File: src/rtl/cpu8_pkg.sv
package cpu8_pkg;

    localparam int DW = 8;
    localparam int AW = 2 * DW;
    localparam logic [AW-1:0] VECTOR_ADDR = {AW{1'b1}} - 1'b1;

    typedef enum logic [2:0] {
        ST_VEC_HI, ST_VEC_LO, ST_VEC_LD, ST_FETCH, ST_DECODE, ST_OPND, ST_EXEC
    } state_e;

    typedef enum logic [3:0] {
        K_NOP, K_LD, K_ST, K_ADD, K_SUB, K_CMP, K_ABA, K_CLRA, K_BEQ, K_BRA
    } kind_e;

    typedef enum logic [1:0] {M_NONE, M_IMM, M_DIR, M_REL} mode_e;

    typedef struct packed {
        kind_e kind;
        logic  use_b;
        mode_e mode;
    } dec_t;

    typedef enum logic [1:0] {ALU_ADD, ALU_SUB, ALU_PASS, ALU_CLR} alu_op_e;

    typedef struct packed {
        logic n;
        logic z;
        logic v;
        logic c;
    } flags_t;

endpackage

File: src/rtl/cpu8_decode.sv
module cpu8_decode
    import cpu8_pkg::*;
(
    input  logic [DW-1:0] opc,
    output dec_t          dec
);
    always_comb begin
        dec.kind  = K_NOP;
        dec.use_b = 1'b0;
        dec.mode  = M_NONE;
        case (opc)
            8'h86: begin dec.kind = K_LD;  dec.mode = M_IMM; end
            8'h96: begin dec.kind = K_LD;  dec.mode = M_DIR; end
            8'hC6: begin dec.kind = K_LD;  dec.mode = M_IMM; dec.use_b = 1'b1; end
            8'hD6: begin dec.kind = K_LD;  dec.mode = M_DIR; dec.use_b = 1'b1; end
            8'h5A: begin dec.kind = K_ST;  dec.mode = M_DIR; end
            8'h5B: begin dec.kind = K_ST;  dec.mode = M_DIR; dec.use_b = 1'b1; end
            8'h18: begin dec.kind = K_ABA; dec.mode = M_IMM; end
            8'h8B: begin dec.kind = K_ADD; dec.mode = M_IMM; end
            8'h9B: begin dec.kind = K_ADD; dec.mode = M_DIR; end
            8'hCB: begin dec.kind = K_ADD; dec.mode = M_IMM; dec.use_b = 1'b1; end
            8'hDB: begin dec.kind = K_ADD; dec.mode = M_DIR; dec.use_b = 1'b1; end
            8'h80: begin dec.kind = K_SUB; dec.mode = M_IMM; end
            8'h90: begin dec.kind = K_SUB; dec.mode = M_DIR; end
            8'hC0: begin dec.kind = K_SUB; dec.mode = M_IMM; dec.use_b = 1'b1; end
            8'hD0: begin dec.kind = K_SUB; dec.mode = M_DIR; dec.use_b = 1'b1; end
            8'h81: begin dec.kind = K_CMP; dec.mode = M_IMM; end
            8'h91: begin dec.kind = K_CMP; dec.mode = M_DIR; end
            8'h87: begin dec.kind = K_CLRA; end
            8'h27: begin dec.kind = K_BEQ; dec.mode = M_REL; end
            8'h20: begin dec.kind = K_BRA; dec.mode = M_REL; end
            default: begin dec.kind = K_NOP; end
        endcase
    end
endmodule

File: src/rtl/cpu8_alu.sv
module cpu8_alu
    import cpu8_pkg::*;
#(
    parameter int W = DW
) (
    input  alu_op_e      op,
    input  logic [W-1:0] x,
    input  logic [W-1:0] y,
    input  flags_t       fl_in,
    output logic [W-1:0] res,
    output flags_t       fl_out
);
    logic [W:0] sum_w;
    logic [W:0] dif_w;

    always_comb begin
        sum_w = {1'b0, x} + {1'b0, y};
        dif_w = {1'b0, x} - {1'b0, y};
        res   = '0;
        fl_out = fl_in;
        case (op)
            ALU_ADD: begin
                res      = sum_w[W-1:0];
                fl_out.c = sum_w[W];
                fl_out.v = (x[W-1] == y[W-1]) && (res[W-1] != x[W-1]);
            end
            ALU_SUB: begin
                res      = dif_w[W-1:0];
                fl_out.c = dif_w[W];
                fl_out.v = (x[W-1] != y[W-1]) && (res[W-1] != x[W-1]);
            end
            ALU_PASS: begin
                res      = y;
                fl_out.v = 1'b0;
            end
            default: begin
                res      = '0;
                fl_out.c = 1'b0;
                fl_out.v = 1'b0;
            end
        endcase
        fl_out.n = res[W-1];
        fl_out.z = (res == '0);
    end
endmodule

File: src/rtl/cpu8_core.sv
module cpu8_core
    import cpu8_pkg::*;
(
    input  logic          clk,
    input  logic          rst_n,
    output logic [15:0]   mem_addr,
    output logic [7:0]    mem_wdata,
    output logic          mem_we,
    input  logic [7:0]    mem_rdata,
    output logic [3:0]    cc_flags
);
    localparam int PAD = AW - DW;

    state_e          state, state_nx;
    logic [AW-1:0]   pc;
    logic [DW-1:0]   ir, opnd, acc_a, acc_b, vec_hi;
    flags_t          flags;

    logic [DW-1:0]   opc_src, opv, alu_x, alu_y, alu_res;
    dec_t            dec;
    alu_op_e         alu_op;
    flags_t          alu_fl;
    logic            dir_read, is_store, two_byte;

    assign opc_src = (state == ST_DECODE) ? mem_rdata : ir;

    cpu8_decode u_dec (.opc(opc_src), .dec(dec));

    assign dir_read = (dec.mode == M_DIR) && (dec.kind != K_ST);
    assign is_store = (dec.kind == K_ST);
    assign two_byte = (dec.mode != M_NONE);
    assign opv      = (dec.mode == M_DIR) ? mem_rdata : opnd;

    always_comb begin
        case (dec.kind)
            K_ADD, K_ABA: alu_op = ALU_ADD;
            K_SUB, K_CMP: alu_op = ALU_SUB;
            K_CLRA:       alu_op = ALU_CLR;
            default:      alu_op = ALU_PASS;
        endcase
        alu_x = dec.use_b ? acc_b : acc_a;
        if (dec.kind == K_ABA)     alu_y = acc_b;
        else if (is_store)         alu_y = alu_x;
        else                       alu_y = opv;
    end

    cpu8_alu #(.W(DW)) u_alu (
        .op(alu_op), .x(alu_x), .y(alu_y), .fl_in(flags),
        .res(alu_res), .fl_out(alu_fl)
    );

    // state register
    always_ff @(posedge clk) begin
        if (!rst_n) state <= ST_VEC_HI;
        else        state <= state_nx;
    end

    // next state
    always_comb begin
        unique case (state)
            ST_VEC_HI: state_nx = ST_VEC_LO;
            ST_VEC_LO: state_nx = ST_VEC_LD;
            ST_VEC_LD: state_nx = ST_FETCH;
            ST_FETCH:  state_nx = ST_DECODE;
            ST_DECODE: state_nx = two_byte ? ST_OPND : ST_EXEC;
            ST_OPND:   state_nx = ST_EXEC;
            ST_EXEC:   state_nx = ST_FETCH;
            default:   state_nx = ST_VEC_HI;
        endcase
    end

    // memory-side outputs
    always_comb begin
        mem_we    = 1'b0;
        mem_wdata = alu_x;
        unique case (state)
            ST_VEC_HI: mem_addr = VECTOR_ADDR;
            ST_VEC_LO: mem_addr = VECTOR_ADDR + 1'b1;
            ST_OPND:   mem_addr = dir_read ? {{PAD{1'b0}}, mem_rdata} : pc;
            ST_EXEC: begin
                mem_addr = is_store ? {{PAD{1'b0}}, opnd} : pc;
                mem_we   = is_store;
            end
            default:   mem_addr = pc;
        endcase
    end

    assign cc_flags = flags;

    // datapath registers
    always_ff @(posedge clk) begin
        if (!rst_n) begin
            pc <= '0; ir <= '0; opnd <= '0; vec_hi <= '0;
            acc_a <= '0; acc_b <= '0; flags <= '0;
        end else begin
            unique case (state)
                ST_VEC_LO: vec_hi <= mem_rdata;
                ST_VEC_LD: pc <= {vec_hi, mem_rdata};
                ST_FETCH:  pc <= pc + 1'b1;
                ST_DECODE: begin
                    ir <= mem_rdata;
                    if (two_byte) pc <= pc + 1'b1;
                end
                ST_OPND:   opnd <= mem_rdata;
                ST_EXEC: begin
                    case (dec.kind)
                        K_LD, K_ADD, K_SUB: begin
                            if (dec.use_b) acc_b <= alu_res;
                            else           acc_a <= alu_res;
                            flags <= alu_fl;
                        end
                        K_ST, K_CMP: flags <= alu_fl;
                        K_ABA: if (opnd == 8'h06) begin
                            acc_a <= alu_res;
                            flags <= alu_fl;
                        end
                        K_CLRA: begin
                            acc_a <= alu_res;
                            flags <= alu_fl;
                        end
                        K_BRA: pc <= pc + {{PAD{opnd[DW-1]}}, opnd};
                        K_BEQ: if (flags.z) pc <= pc + {{PAD{opnd[DW-1]}}, opnd};
                        default: ;
                    endcase
                end
                default: ;
            endcase
        end
    end

    // ---------------- assertions ----------------
    assert_vector_start_R1: assert property (@(posedge clk) disable iff (!rst_n)
        (state == ST_VEC_LD) |=> (mem_addr == {$past(vec_hi), $past(mem_rdata)}));

    assert_fetch_advance_R2: assert property (@(posedge clk) disable iff (!rst_n)
        (state == ST_FETCH) |=> (pc == $past(pc) + 1'b1));

    assert_store_pulse_R4: assert property (@(posedge clk) disable iff (!rst_n)
        mem_we |=> !mem_we);

    assert_store_source_R4: assert property (@(posedge clk) disable iff (!rst_n)
        mem_we |-> (mem_wdata == acc_a || mem_wdata == acc_b));

    assert_clra_result_R8: assert property (@(posedge clk) disable iff (!rst_n)
        (state == ST_EXEC && dec.kind == K_CLRA) |=> (acc_a == '0 && cc_flags == 4'b0100));

    assert_beq_fallthrough_R9: assert property (@(posedge clk) disable iff (!rst_n)
        (state == ST_EXEC && dec.kind == K_BEQ && !flags.z) |=> (pc == $past(pc)));

    assert_branch_keeps_flags_R9: assert property (@(posedge clk) disable iff (!rst_n)
        (state == ST_EXEC && (dec.kind == K_BEQ || dec.kind == K_BRA)) |=> $stable(cc_flags));

    assert_nop_quiet_R10: assert property (@(posedge clk) disable iff (!rst_n)
        (state == ST_EXEC && dec.kind == K_NOP) |=> ($stable(acc_a) && $stable(acc_b) && $stable(cc_flags)));

endmodule

File: config.mk
export PLATFORM = sky130hd
export DESIGN_NAME = cpu8_core
export DESIGN_NICKNAME = d
export VERILOG_FILES = /design/src/rtl/cpu8_pkg.sv /design/src/rtl/cpu8_decode.sv /design/src/rtl/cpu8_alu.sv /design/src/rtl/cpu8_core.sv
export SDC_FILE = /design/constraint.sdc
export NUM_CORES = 1
export LEC_CHECK = 0
export BUFFER_PORTS_ARGS = -buffer_cell sky130_fd_sc_hd__buf_2
export CAP_MARGIN = 20
export CORE_AREA = 2 2 122 124
export CTS_CLUSTER_SIZE = 8
export DETAILED_ROUTE_END_ITERATION = 16
export DIE_AREA = 0 0 124 126
export HOLD_SLACK_MARGIN = 0.1
export PLACE_DENSITY = 0.55
export SYNTH_ARGS = -nofsm -noshare
export SYNTH_HDL_FRONTEND = slang
export SYNTH_SLANG_ARGS = --single-unit
export TNS_END_PERCENT = 30
File: constraint.sdc
create_clock -name clk -period 7.55 [get_ports clk]
set_input_delay 1.51 -clock clk [delete_from_list [all_inputs] [get_ports clk]]
set_output_delay 1.51 -clock clk [all_outputs]
set_load 0.02 [all_outputs]
## Yosys cells after proc, flatten, opt, wreduce, memory -nomap -nowiden

Index checks and enable logic that the tools add are counted.

| cells by class | value |
|---|---|
| muxes and demuxes | 27 |
| $add $sub $neg | 4 |
| equal/unequal tests | 49 |
| reductions and logical operators | 28 |

Operators with widths:

| kind | number |
|---|---|
| case mux 16 bit (4 select lines) | 2 |
| == test 8 bit, second input constant | 15 |
| two-way mux 16 bit | 4 |
| two-way mux 8 bit | 7 |
| case mux 8 bit (3 select lines) | 2 |
| case mux 4 bit (9 select lines) | 1 |
| case mux 16 bit (2 select lines) | 1 |
| case mux 3 bit (6 select lines) | 1 |
| adder 16 x 1 -> 16 bit, second input constant | 1 |
| adder 16 bit | 1 |
| == test 4 x 3 -> 1 bit, second input constant | 4 |
| == test 8 x 6 -> 1 bit, second input constant | 2 |
| == test 8 x 7 -> 1 bit, second input constant | 2 |
| case mux 2 bit (3 select lines) | 2 |
| OR reduction 2 bit | 6 |
| OR reduction 4 bit | 3 |
| adder 8 x 8 -> 9 bit | 1 |
| == test 3 bit, second input constant | 3 |
| OR reduction 9 bit | 1 |
| subtractor 8 x 8 -> 9 bit | 1 |
| == test 4 x 2 -> 1 bit, second input constant | 2 |
| == test 4 bit, second input constant | 2 |
| == test 8 x 3 -> 1 bit, second input constant | 1 |
| == test 8 x 5 -> 1 bit, second input constant | 1 |
| other kinds (31) | 42 |

| storage, ports and cells | value |
|---|---|
| register bits after elaboration | 63 |
| output and inout port bits | 29 |
| input port bits | 10 |

## Depth between registers and ports, before layout

Gate-level depths: netlist of run 1.

| depth | value |
|---|---|
| depth in word-level cells | 15 |
| gate-level depth with buffers | 21 |
| gate-level depth less buffers | 19 |

## Cells and area by module

From an unflattened synthesis of run 1, not the netlist that was laid out.

| unflattened totals | value |
|---|---|
| cell total of the unflattened synthesis | 709 |
| area, all modules | 5,504.0 sq um |

Modules (own cells, without submodules):

| module | seq. area each (sq um) | instances | cells an instance | area each (sq um) |
|---|---|---|---|---|
| cpu8_core | 1,261.2 | 1 | 530 | 4,265.3 |
| cpu8_alu | 0.0 | 1 | 131 | 924.6 |
| cpu8_decode | 0.0 | 1 | 48 | 314.1 |

## Worst setup path before layout of run 1

No wires, ideal clock.

| path | value |
|---|---|
| path type | input to register |
| start | input port mem_rdata[0] |
| end | register flags (netlist bit cc_flags[2]) |
| slack | 2.129 ns |
| stages on the path | 17 |
| setup time | 0.069 ns |
| path buffers | 1 |
| arrival | 5.352 ns |
| path through | buf_2 > nand4b_1 > mux2i_2 > o21ai_4 > nand2_8 > mux2_1 > mux2_2 > mux2_2 > ha_1 > inv_1 > a221oi_1 > o21bai_1 > a21o_1 > xnor2_1 > a221oi_2 > nand4_1 > o21ai_1 |

| on the way | value |
|---|---|
| elaborated cells on any way between the ends | 61 |
| classes of those cells | add/sub: 2; eq/ne: 31; mux: 12; reduce/logical: 16 |

RTL lines:

| element | RTL line | text |
|---|---|---|
| from (decl) | cpu8_core.sv:9 | `input logic [7:0] mem_rdata,` |
| two-way mux 8 bit (*) | -- |  |
| == test 8 bit / == test 8 x 7 -> 1 bit (equally long branches) | cpu8_decode.sv:11 | `case (opc)` |
| OR reduction 7 bit (no line) (*) | -- |  |
| two-way mux 1 bit (*) | cpu8_decode.sv:11 |  |
| two-way mux 8 bit (*) | cpu8_core.sv:41 | `alu_x = dec.use_b ? acc_b : acc_a;` |
| named net mem_wdata[4] | cpu8_core.sv:7 | `output logic [7:0] mem_wdata,` |
| two-way mux 8 bit | cpu8_core.sv:43 | `else if (is_store) alu_y = alu_x;` |
| two-way mux 8 bit | cpu8_core.sv:42 | `if (dec.kind == K_ABA) alu_y = acc_b;` |
| subtractor 8 x 8 -> 9 bit / adder 8 x 8 -> 9 bit (equally long branches) | cpu8_alu.sv:18, cpu8_alu.sv:17 |  |
| case mux 8 bit (3 select lines) (*) | cpu8_alu.sv:21 | `case (op)` |
| zero test 8 bit (*) | cpu8_alu.sv:43 | `fl_out.z = (res == '0);` |
| two-way mux 4 bit | cpu8_core.sv:113 | `K_ABA: if (opnd == 8'h06) begin` |
| case mux 4 bit (2 select lines) (*) | cpu8_core.sv:106 | `case (dec.kind)` |
| to (signal assigned) | cpu8_core.sv:110 | `flags <= alu_fl;` |
| to (signal assigned) | cpu8_core.sv:112 | `K_ST, K_CMP: flags <= alu_fl;` |
| to (signal assigned) | cpu8_core.sv:115 | `flags <= alu_fl;` |
| to (decl) | cpu8_core.sv:17 | `flags_t flags;` |

Mark *: on every way through the listed nets, which the timed path passes. The rest lies on a longest branch. The select of a mux whose other input is x is not followed.
A chain may end at the register's enable or synchronous reset.

## Worst setup path in the final report of run 1

| path | value |
|---|---|
| start | register state[2] |
| end | register flags (netlist bit cc_flags[2]) |

| on the way | value |
|---|---|
| cells in the longest elaborated chain, start to end | 14 |
| elaborated cells on any way between the ends | 63 |
| classes of those cells | add/sub: 2; eq/ne: 33; mux: 12; reduce/logical: 16 |

RTL lines:

| element | RTL line | text |
|---|---|---|
| from (decl) | cpu8_core.sv:14 | `state_e state, state_nx;` |
| from (signal assigned) | cpu8_core.sv:55 | `else state <= state_nx;` |
| == test 3 bit | cpu8_core.sv:25 | `assign opc_src = (state == ST_DECODE) ? mem_rdata : ir;` |
| two-way mux 8 bit | -- |  |
| == test 8 bit (tied with other cells) | cpu8_decode.sv:11 |  |
| OR reduction 9 bit (no line) (tied with other cells) | -- |  |
| case mux 2 bit (3 select lines) | cpu8_decode.sv:11 |  |
| == test 2 bit | cpu8_core.sv:32 | `assign opv = (dec.mode == M_DIR) ? mem_rdata : opnd;` |
| two-way mux 8 bit | cpu8_core.sv:32 |  |
| two-way mux 8 bit | cpu8_core.sv:43 |  |
| two-way mux 8 bit | cpu8_core.sv:42 |  |
| subtractor 8 x 8 -> 9 bit / adder 8 x 8 -> 9 bit (equally long branches) | cpu8_alu.sv:18, cpu8_alu.sv:17 |  |
| case mux 8 bit (3 select lines) | cpu8_alu.sv:21 |  |
| zero test 8 bit | cpu8_alu.sv:43 |  |
| two-way mux 4 bit | cpu8_core.sv:113 |  |
| case mux 4 bit (2 select lines) | cpu8_core.sv:106 |  |

Several ways; a longest one is shown, not always the timed one. The select of a mux whose other input is x is not followed.

==> flow_summary.toml, run 1 <==
[outcome]
status = "finished clean"

[detailed_routing]
drtIter0Drc = 428
vias = 5456
drt_first_pass_iters = 4
drc_errors = 0
wl_per_cell_um = 18.4
vias_per_cell = 5.86
ant_nets = 0
routed_wl_mm = 17.1

[worst_setup_path]
critPathArrivalTime_ns = 6.11
critical-path-max-stage-delay_ns = 0.74
path_buf_inv = 1
worstPathMaxFanout = 22
criticalPathCategory = "flip-flop to flip-flop"
cp_top_family = "compound AO/OA/AOI/OAI gates"
crit_slowest_cell = "dfxtp_1"
cp.required_ns = 7.82
startpoint_type = "flip-flop"
cp-end-kind = "flip-flop"
cp_cell_sequence = "nor3b_4 -> buf_4 -> mux2i_2 -> o21ai_4 -> nand2_8 -> mux2i_1 -> a22oi_1 -> mux2_2 -> ha_1 -> o21bai_1 -> a21o_1 -> a221oi_1 -> o21bai_1 -> a21o_1 -> xnor2_1 -> a221oi_2 -> nand4_1 -> o21ai_1"

[logic_synthesis]
synth_area_leader_cell = "dfxtp_1"
netlist_area_sq_um = 5650
async_reset_ff_share_pct = 0
synth.top_cell.area_share_pct = 22.3
yosysMostFrequentCell = "nand2_1"
synth_seq_cells = 63
synth_edf_count = 0
synth_warnings = 0
avgSynthCellArea_sq_um = 7.71
synth_common_cells = "nand2_1, nor2_1, a21oi_1"
ys_seq_area_share_pct = 22.3
ys_types = 93
synthFlopType = "dfxtp_1"
synth.area.top_cells = "dfxtp_1, ha_1, nand2_1"
syn_inst = 733
synthesis.nets = 779

[timing]
setup_viol = 0
post-route-period-util_pct = 77.3
final-max-slew-violation-count = 0
final.setup.tns_ns = 0
max_clock_freq_mhz = 171
hold_viol = 0
period_minus_slack_ns = 5.84
fin_skew_ns = 0.00694
tightest_slew_ns = 1.09
rsz0062_at_grt = "no"
relSlewSlack_pct = 27.3

[floorplan]
floorplan.initialDensity_pct = 39.5
num_io_pins = 39
die_area_sq_um = 15600
core_sq_um = 14300
die_x_um = 124
die_h_um = 126
row_count = 44

[clock_tree]
numClockSinks = 63
h-tree-depth = 3
cts_tree = "done"
postCtsHoldBufs = 0
cts_resized = 0
cts_root_buf = "clkbuf_16"
clk_pin_slew_ns = 0.06
cts_setup_buffers = 0
clock_path_buffers = 2
numCtsBuffers = 9
clock_latency_ns = 0.34

[power_and_ir_drop]
p_leak_uw = 0.00239
p_per_area_nw_per_um2 = 168
ir_drop_uv = 108

[placed_design]
place_area_sq_um = 5890
io_buffers = 38
place.gp.congestion = 0.944
post-dp-hpwl_mm = 12.5
dpl.cell_count = 913

[grt]
grt_pass1_vias = 5219
grt_pass1_wl_mm = 27.4
overflow = 0
grt_antenna_before_repair = 0
grt_max_degree = 58
grt_usage_pct = 22.3

[finish]
nets = 788
n_antenna_cell = 0
fin_area_sq_um = 6230
regArea_sq_um = 1260
area_growth_pct = 10.2
multiInputGateArea_sq_um = 4080
drive_above_1_share_pct = 14.9
final_cells = 931
fillers = 1488

[job]
cap_violations = 0

[worst_hold_path]
min_path_type = "flip-flop to flip-flop"
==> layout by cell type, fill, tap and decap left out, drive strengths merged, types with 14 or more instances in the layout <==
master / netlist / final
inv: 25 / 25
dfxtp: 63 / 63
mux2i: 20 / 20
mux2: 14 / 14
buf: 20 / 44
a211oi: 27 / 27
nor3: 19 / 19
a21oi: 69 / 69
nor2b: 14 / 14
a21o: 17 / 17
o21ai: 31 / 31
nand2: 92 / 92
nor2: 84 / 84
ha: 33 / 33
==> where the power goes <==
part           internal (uW)  leakage [uW]  total [uW]  switching (uW)
clock network            274      0.000145         434             160
registers                351      0.000512         374            22.4
logic                   85.5       0.00173         238             152
total                    711       0.00239        1050             335
==> final cells by class <==
| cell class | instances | share of cell area, % |
|---|---|---|
| Clock inverter | 4 | 0.863 |
| Sequential cell | 63 | 20.2 |
| Multi-Input combinational cell | 599 | 65.5 |
| Inverter | 25 | 1.51 |
| Timing Repair Buffer | 44 | 4.04 |
| Clock buffer | 12 | 4.12 |
| Tap cell | 184 | 3.69 |
==> stage by stage <==
stage                     total power (uW)  utilization [%]  worst slack, ns  hold slack, ns
after global routing                  1090             43.5             1.25           0.483
after floorplan                        554                -             2.13           0.436
final                                 1050             43.5             1.71           0.458
after detailed placement               616             41.1             1.50           0.451
after global placement                 612             41.1             1.63           0.446
after CTS                             1050             43.3             1.76           0.459
==> layer usage <==
layer | global-route usage, % | vias up | part of all wire [%] | routed length (um)
li1 | - | 2678 | - | -
met2 | 35.9 | 151 | 47 | 7970
met5 | 0 | - | 0 | 0
met3 | 3.94 | 34 | 4.3 | 731
met1 | 29.9 | 2593 | 46 | 7950
met4 | 7.80 | 0 | 2.6 | 451
==> worst paths after layout <==
path | depth (start not counted) | slack, ns | to | startpoint
max | 18 | 1.71 | cc_flags[2] | state[2]
min | 2 | 0.46 | vec_hi[6] | vec_hi[6]
max reg2reg | 18 | 1.71 | cc_flags[2] | state[2]
min reg2reg | 2 | 0.46 | vec_hi[6] | vec_hi[6]
==> registers in the layout (all words and copies together) (netlist names) <==
signal,count
opnd,8
vec_hi,8
acc_b,8
state,3
acc_a,8
ir,8
cc_flags,4
pc,16
==> cells by family after synthesis <==
family                     after synthesis  synth area share (%)
AOI/OAI and AO/OA                      217                  27.5
xor gates and xnor gates                22                  3.41
adders and majority gates               36                  8.37
buffers and inverters                   71                  5.60
DFF                                     63                  22.3
muxes                                   34                  6.84
and+or+nand+nor                        290                  26.0
==> worst reg2reg max path, stage by stage, from the launching register on <==
cell	delay [ns]
dfxtp_1	0.74
nor3b_4	0.66
buf_4	0.29
mux2i_2	0.55
o21ai_4	0.19
nand2_8	0.17
mux2i_1	0.47
a22oi_1	0.18
mux2_2	0.33
ha_1	0.31
o21bai_1	0.08
a21o_1	0.20
a221oi_1	0.44
o21bai_1	0.11
a21o_1	0.23
xnor2_1	0.14
a221oi_2	0.37
nand4_1	0.17
o21ai_1	0.13
Note: power is estimated with default switching activity, not from simulation.
==> run 2: changes to the inputs <==
- clock period: 7.55 -> 5.44 ns (I/O delays scaled with it)
==> run 2 against run 1 <==
  * Combinational power rose by 43%
  * Design area increased by 2.3%
  * Register-to-register slack got worse by 0.96 ns
  * Utilization increased by 1.0 points
  * First-iteration DRC count rose by 4.9%
  * Largest cell class unchanged
  * Critical path depth did not move
  * Cell count increased by 1.6%
  * Largest power group unchanged
==> flow_summary.toml, run 2 (synthesis gave the netlist of run 1 again) <==
[clock_tree]
cts_resized = 0
h-tree-depth = 3
numClockSinks = 63
cts_tree = "done"
clock_path_buffers = 2
clock_latency_ns = 0.35
cts_setup_buffers = 0
cts_root_buf = "clkbuf_16"
numCtsBuffers = 9
postCtsHoldBufs = 0
clk_pin_slew_ns = 0.06

[finish]
drive_above_1_share_pct = 16.7
fillers = 1467
top_register = "pc"
final_cell_mix = "nand2_1, nor2_1, a21oi_1"
nets = 803
post-route-util_pct = 44.5
n_antenna_cell = 0
largest_register_ffs = 16
area_growth_pct = 12.8
final_common_cell = "nand2_1"

[timing]
tightest_slew_ns = 1.03
fin_skew_ns = 0.00810
hold_ws_ns = 0.457
rsz0062_at_grt = "no"
hold_viol = 0
final.setup.tns_ns = 0
relSlewSlack_pct = 30.8
final-max-slew-violation-count = 0
post-route-period-util_pct = 91.5
setup_viol = 0
period_minus_slack_ns = 4.98
max_clock_freq_mhz = 201

[floorplan]
die_h_um = 126
floorplan.initialDensity_pct = 39.5
row_count = 44
core_sq_um = 14300
die_area_sq_um = 15600
die_x_um = 124
num_io_pins = 39

[detailed_routing]
wl_per_cell_um = 17.8
drt_first_pass_iters = 5
drtIter0Drc = 449
routed_wl_mm = 16.8
drc_errors = 0
ant_nets = 0
vias = 5502
vias_per_cell = 5.82

[grt]
grt_usage_pct = 22.1
grt_pass1_vias = 5253
grt_max_degree = 58
grt_antenna_before_repair = 0
overflow = 0
grt_pass1_wl_mm = 27.2

[worst_setup_path]
worstPathMaxFanout = 13
critPathArrivalTime_ns = 5.25
crit_slowest_cell = "nor4bb_1"
cp.required_ns = 5.71
startpoint_type = "input port"
criticalPathCategory = "input port to flip-flop"
cp-end-kind = "flip-flop"
critical-path-max-stage-delay_ns = 0.59
cp_cell_sequence = "buf_2 -> nor4bb_1 -> nand4_1 -> and2_0 -> buf_4 -> mux2i_1 -> mux2_2 -> ha_1 -> fa_1 -> o21bai_1 -> a21oi_1 -> o21bai_1 -> a21oi_1 -> a311o_1 -> a32o_1 -> nor2_1 -> nand4_1 -> o21ai_1"

[worst_hold_path]
min_path_type = "flip-flop to flip-flop"

[power_and_ir_drop]
p_per_area_nw_per_um2 = 241
pwr-share-clk_pct = 44.6
internal_power_uw = 1060
ir_drop_uv = 156
p_switching_uw = 477
p_leak_uw = 0.00248
comb_power_share_pct = 22.2
seqPwrFrac_pct = 33.3
switching_share_pct = 31.0

[job]
cap_violations = 0

[placed_design]
io_buffers = 38
post-dp-hpwl_mm = 12.7
place.gp.congestion = 0.949

[outcome]
status = "finished clean"
run 2: final cells by class:
type	instances	area, sq um	area share (%)
Sequential cell	63	1260	19.8
Multi-Input combinational cell	599	4080	64.1
Inverter	25	93.8	1.47
Timing Repair Buffer	59	360	5.65
Tap cell	184	230	3.61
Clock inverter	7	120	1.88
Clock buffer	9	225	3.53
run 2: metal layers:
layer  vias to the layer above  wire length, um  part of all wire [%]  global-route usage, %
met4                         0              292                   1.7                   6.08
li1                       2715                -                     -                      -
met3                        22              835                   5.0                   3.99
met5                         -                0                     0                      0
met1                      2601             7580                    45                   29.0
met2                       164             8100                    48                   36.9
run 2: critical path: cells and delay by family:
family | cells | cell delay, ns
AO/OA/AOI/OAI | 7 | 1.39
adder cells (fa/ha/maj) | 2 | 0.62
AND/OR/NAND/NOR | 5 | 1.29
multiplexers | 2 | 0.47
buffers and inverters | 2 | 0.40
run 2: power by group through the flow:
stage	sequential, uW	clock (uW)	combinational, uW
5_1_grt	516	715	375
3_3_place_gp	521	0	333
6_report	512	686	341
3_5_place_dp	522	0	338
2_1_floorplan	513	0	256
4_1_cts	512	696	339
run 2: final timing paths:
kind	slack, ns	cells past startpoint	end	startpoint
worst max-delay path	0.46	18	cc_flags[2]	mem_rdata[3]
worst min-delay path	0.46	2	vec_hi[2]	vec_hi[2]
worst max register to register	0.75	17	cc_flags[2]	ir[7]
worst min register to register	0.46	2	vec_hi[2]	vec_hi[2]
run 2: per-stage QoR:
stage / area (sq um) / setup slack (ns) / power, uW / std cells
floorplan: 5650 / 0.441 / 769 / 733
global placement: 6010 / 0.238 / 854 / 929
detailed placement: 6010 / 0.220 / 860 / 929
CTS: 6350 / 0.563 / 1550 / 945
global route: 6370 / 0.265 / 1610 / 946
finish: 6370 / 0.463 / 1540 / 946
